File: src/rtl/gf_mul_pkg.sv
package gf_mul_pkg;

    localparam int unsigned GF_MAX_N = 64;

    // Number of set bits among the low n bits of a polynomial tail.
    function automatic int unsigned tail_weight(input logic [GF_MAX_N-1:0] tail,
                                                input int unsigned n);
        int unsigned cnt;
        cnt = 0;
        for (int unsigned k = 0; k < GF_MAX_N; k++) begin
            if (k < n && tail[k]) cnt++;
        end
        return cnt;
    endfunction

    // A trinomial tail has two ones and a pentanomial tail has four;
    // the constant term must be present in both cases.
    function automatic bit tail_is_legal(input logic [GF_MAX_N-1:0] tail,
                                         input int unsigned n);
        int unsigned w;
        w = tail_weight(tail, n);
        return tail[0] && (w == 2 || w == 4);
    endfunction

    // Depth of a binary tree that covers the given number of leaves.
    function automatic int unsigned tree_depth(input int unsigned leaves);
        int unsigned d;
        d = 0;
        while ((1 << d) < leaves) d++;
        return d;
    endfunction

endpackage

File: src/rtl/gf_shift_reduce.sv
// One rung of the ladder: multiply by x and fold the overflow back in.
module gf_shift_reduce #(
    parameter int unsigned N    = 8,
    parameter logic [N-1:0] POLY = 8'h1B
) (
    input  logic [N-1:0] z_in,
    output logic [N-1:0] z_out
);
    logic [N-1:0] shifted;
    logic         carry;

    always_comb begin
        carry   = z_in[N-1];
        shifted = {z_in[N-2:0], 1'b0};
        z_out   = carry ? (shifted ^ POLY) : shifted;
    end
endmodule

File: src/rtl/gf_pp_ladder.sv
// Builds z0..z(N-1) and gates each with one bit of b.
module gf_pp_ladder #(
    parameter int unsigned N    = 8,
    parameter logic [N-1:0] POLY = 8'h1B
) (
    input  logic [N-1:0]         a,
    input  logic [N-1:0]         b,
    output logic [N-1:0][N-1:0]  pp
);
    logic [N-1:0][N-1:0] rung;

    assign rung[0] = a;

    for (genvar i = 1; i < N; i++) begin : g_rung
        gf_shift_reduce #(.N(N), .POLY(POLY)) u_step (
            .z_in  (rung[i-1]),
            .z_out (rung[i])
        );
    end

    for (genvar i = 0; i < N; i++) begin : g_gate
        assign pp[i] = rung[i] & {N{b[i]}};
    end
endmodule

File: src/rtl/gf_xor_tree.sv
// Balanced binary XOR tree; leaves past LEAVES are padded with zero.
module gf_xor_tree #(
    parameter int unsigned W      = 8,
    parameter int unsigned LEAVES = 8
) (
    input  logic [LEAVES-1:0][W-1:0] leaf,
    output logic [W-1:0]             sum
);
    import gf_mul_pkg::*;

    localparam int unsigned DEPTH = tree_depth(LEAVES);
    localparam int unsigned SPAN  = 1 << DEPTH;

    for (genvar l = 0; l <= DEPTH; l++) begin : g_lvl
        logic [(SPAN >> l)-1:0][W-1:0] v;
        if (l == 0) begin : g_base
            for (genvar j = 0; j < SPAN; j++) begin : g_leaf
                if (j < LEAVES) begin : g_real
                    assign v[j] = leaf[j];
                end else begin : g_pad
                    assign v[j] = '0;
                end
            end
        end else begin : g_node
            for (genvar j = 0; j < (SPAN >> l); j++) begin : g_pair
                assign v[j] = g_lvl[l-1].v[2*j] ^ g_lvl[l-1].v[2*j+1];
            end
        end
    end

    assign sum = g_lvl[DEPTH].v[0];
endmodule

File: src/rtl/gf2n_poly_mul.sv
module gf2n_poly_mul #(
    parameter int unsigned N    = 8,
    parameter logic [N-1:0] POLY = 8'h1B
) (
    input  logic [N-1:0] a,
    input  logic [N-1:0] b,
    output logic [N-1:0] c
);
    import gf_mul_pkg::*;

    localparam logic [GF_MAX_N-1:0] TAIL = GF_MAX_N'(POLY);

    if (N < 2 || N > GF_MAX_N) begin : g_bad_width
        $error("gf2n_poly_mul: width N out of range");
    end
    if (!tail_is_legal(TAIL, N)) begin : g_bad_poly
        $error("gf2n_poly_mul: polynomial must be a trinomial or pentanomial with constant term");
    end

    logic [N-1:0][N-1:0] pp;

    gf_pp_ladder #(.N(N), .POLY(POLY)) u_ladder (
        .a  (a),
        .b  (b),
        .pp (pp)
    );

    gf_xor_tree #(.W(N), .LEAVES(N)) u_tree (
        .leaf (pp),
        .sum  (c)
    );
endmodule

File: config.mk
export PLATFORM = sky130hd
export DESIGN_NAME = gf2n_poly_mul
export DESIGN_NICKNAME = d
export VERILOG_FILES = /design/src/rtl/gf_mul_pkg.sv /design/src/rtl/gf_shift_reduce.sv /design/src/rtl/gf_pp_ladder.sv /design/src/rtl/gf_xor_tree.sv /design/src/rtl/gf2n_poly_mul.sv
export SDC_FILE = /design/constraint.sdc
export NUM_CORES = 1
export LEC_CHECK = 0
export ABC_AREA = 1
export BUFFER_PORTS_ARGS = -buffer_cell sky130_fd_sc_hd__buf_2
export CORE_MARGIN = 2
export CORE_UTILIZATION = 38
export DETAILED_ROUTE_END_ITERATION = 6
export SYNTH_ARGS = -nofsm -noshare
export SYNTH_HDL_FRONTEND = slang
export SYNTH_SLANG_ARGS = --single-unit
File: constraint.sdc
create_clock -name vclk -period 3.35
set_clock_uncertainty 0.15 [all_clocks]
set_input_delay 0 -clock vclk [all_inputs]
set_output_delay 0 -clock vclk [all_outputs]
set_load 0.03 [all_outputs]
==> impl_metrics.toml <==
[outcome]
status = "complete, no violations"

[logic_synthesis]
syn_area_per_cell_um2 = 4.78
synthCells = 335
yosys_warnings = 0
seq_area_frac_synth = 0
syn_nets = 351
yosysUniqueCellTypes = 23
syn_area_mm2 = 0.00160

[worst_hold_path]
min_path_type = "input port to primary output"

[sta]
tightestPinTransition_ns = 0.327
fin_ws_ns = 1.64
fin_setup_tns_ns = 0
fin_crit_ns = 1.71
holdWs_ns = 0.471
finalMaxSlewViolations = 0
final_hold_viol_count = 0
fmax_mhz = 585
timing.final.crit_share = 0.510
setup_violations = 0
slew_headroom = 0.781
grt_setup_unrepaired = "no"

[placement]
port_buffers = 24
gp_congestion = 0.904
dpl_cell_area_mm2 = 0.00172
pre_cts_ws_ns = 1.65
place_hpwl_um = 3650

[worst_setup_path]
path_delay_family = "simple AND/OR/NAND/NOR gates"
startpoint_type = "input port"
worst_ep_arrival_time_ns = 1.56
required_ns = 3.20
cp.buffers_inverters = 4
cpPeakStageDelay_ns = 0.19
critPathCapture = "c[3]"
endpoint_kind = "primary output"
cp-startpoint = "a[5]"
worstPathCellList = "buf_2 > inv_1 > nand2_1 > nand2_1 > nand2_1 > nand2_2 > nand2_1 > nand3_2 > inv_1 > nand2_1 > nand3_1 > nand2_1 > nand2_1 > nand2_1 > buf_2"
worstPathMaxFanout = 11
cp.depth = 15
crit_path_frequent_cell = "nand2_1"
path_class = "input port to primary output"
slowest_stage = "inv_1"

[detailed_routing]
via_per_inst = 4.73
drc_errors = 0
ant_nets = 0
drt_iter0_drc = 146
wl_um = 4300
routedWlPerCell_um = 10.8
vias = 1886
drtPass1Iterations = 4

[power_and_ir_drop]
power.share.clock = 0
power_frac_comb = 1.000
powerDensity_mw_per_mm2 = 246
ir_drop_uv = 89.8
power.leakage_uw = 0.00107
power.switching_uw = 285
power_frac_seq = 0
switching_share = 0.673
p_int_uw = 139

[clock_tree]
post_cts_resize_count = 0
ctsHoldBuffers = 0
post_cts_buffers = 0

[layout]
final_common_cell = "nand2_1"
seq_area_um2 = 0
layout_common_cells = "nand2_1, nand3_1, inv_1"
layout.nets = 367
nFillCells = 483
multi_input_area_mm2 = 0.00139
stdcell_area_mm2 = 0.00172
drive_above_1_share = 0.146
diodes = 0
clkbuf_count = 0
syn_to_final_growth_pct = 7.34
seq_cells = 0

[global_routing]
grt_pass1_wl_um = 7450
antenna_found_initial = 0
grt_overflow = 0
grt_pass1_vias = 1723
grt.total_usage = 0.201
grt_max_degree = 12

[die]
die_w_um = 68.9
die-area_mm2 = 0.00475
ioPinCount = 24
initial_core_util = 0.398
rows = 23
core-area_mm2 = 0.00403
fp.dieH_um = 68.9

[run]
drv_cap = 0
==> power by group through the flow <==
stage	registers [uW]	clock network [uW]	logic (uW)
3_5_place_dp	0	0	426
5_1_grt	0	0	482
3_3_place_gp	0	0	420
2_1_floorplan	0	0	337
4_1_cts	0	0	427
6_report	0	0	424
==> layer usage <==
layer,GRT usage,wire [um],vias up
met5,0,0,-
met2,0.359,1940,33
met4,0.0245,27,0
met1,0.276,2200,803
li1,-,-,1048
met3,0.00325,138,2
==> cells in the mapped netlist <==
cell type / instances / share of area
a21oi_1: 2 / 0.0062
nand3b_1: 2 / 0.0094
o21ai_0: 1 / 0.0031
inv_6: 1 / 0.0055
nor2_2: 2 / 0.0078
nand2_1: 172 / 0.40
xor2_1: 13 / 0.071
buf_2: 4 / 0.012
nand3_2: 4 / 0.025
nand2_4: 1 / 0.0070
nand4_1: 3 / 0.012
nand2_2: 14 / 0.055
inv_1: 35 / 0.082
buf_6: 2 / 0.014
nor2_1: 13 / 0.030
clkbuf_1: 2 / 0.0047
inv_2: 3 / 0.0070
nor2_4: 1 / 0.0070
buf_4: 2 / 0.0094
o22ai_1: 1 / 0.0039
nand3_1: 39 / 0.12
xnor2_1: 17 / 0.093
xnor2_2: 1 / 0.010
==> worst min path at each step <==
| stage | start | to | slack (ns) | depth (start not counted) |
|---|---|---|---|---|
| detailed placement | b[6] | c[2] | 0.47 | 6 |
| global placement | b[6] | c[2] | 0.47 | 6 |
| global route | b[6] | c[2] | 0.50 | 6 |
| finish | b[6] | c[2] | 0.47 | 6 |
| CTS | b[6] | c[2] | 0.47 | 6 |
| floorplan | b[4] | c[5] | 0.27 | 5 |
==> metrics by stage <==
| stage | utilization | instances | power [uW] |
|---|---|---|---|
| after global placement | 0.427 | 399 | 420 |
| after global routing | 0.427 | 399 | 482 |
| after floorplan | - | 335 | 337 |
| final | 0.427 | 399 | 424 |
| after detailed placement | 0.427 | 399 | 426 |
| after CTS | 0.427 | 399 | 427 |
==> tightest hold or removal path, cell delays in order <==
cell,delay (ns)
buf_2,0.16
nand2_1,0.10
xnor2_1,0.09
nand2_1,0.07
nand2_1,0.04
buf_2,0.16
==> cell type report <==
type	instances	area share
multi-input combinational	286	0.806
timing repair buffer	24	0.0698
tap	50	0.0364
inverter	39	0.0880
==> kinds of logic after synthesis <==
logic type / count (synthesis) / synth area share
compound gates: 4 / 0.0133
xor+xnor: 31 / 0.174
buf+inv: 49 / 0.135
simple gates: 251 / 0.678
(Power assumes the default switching activity.)
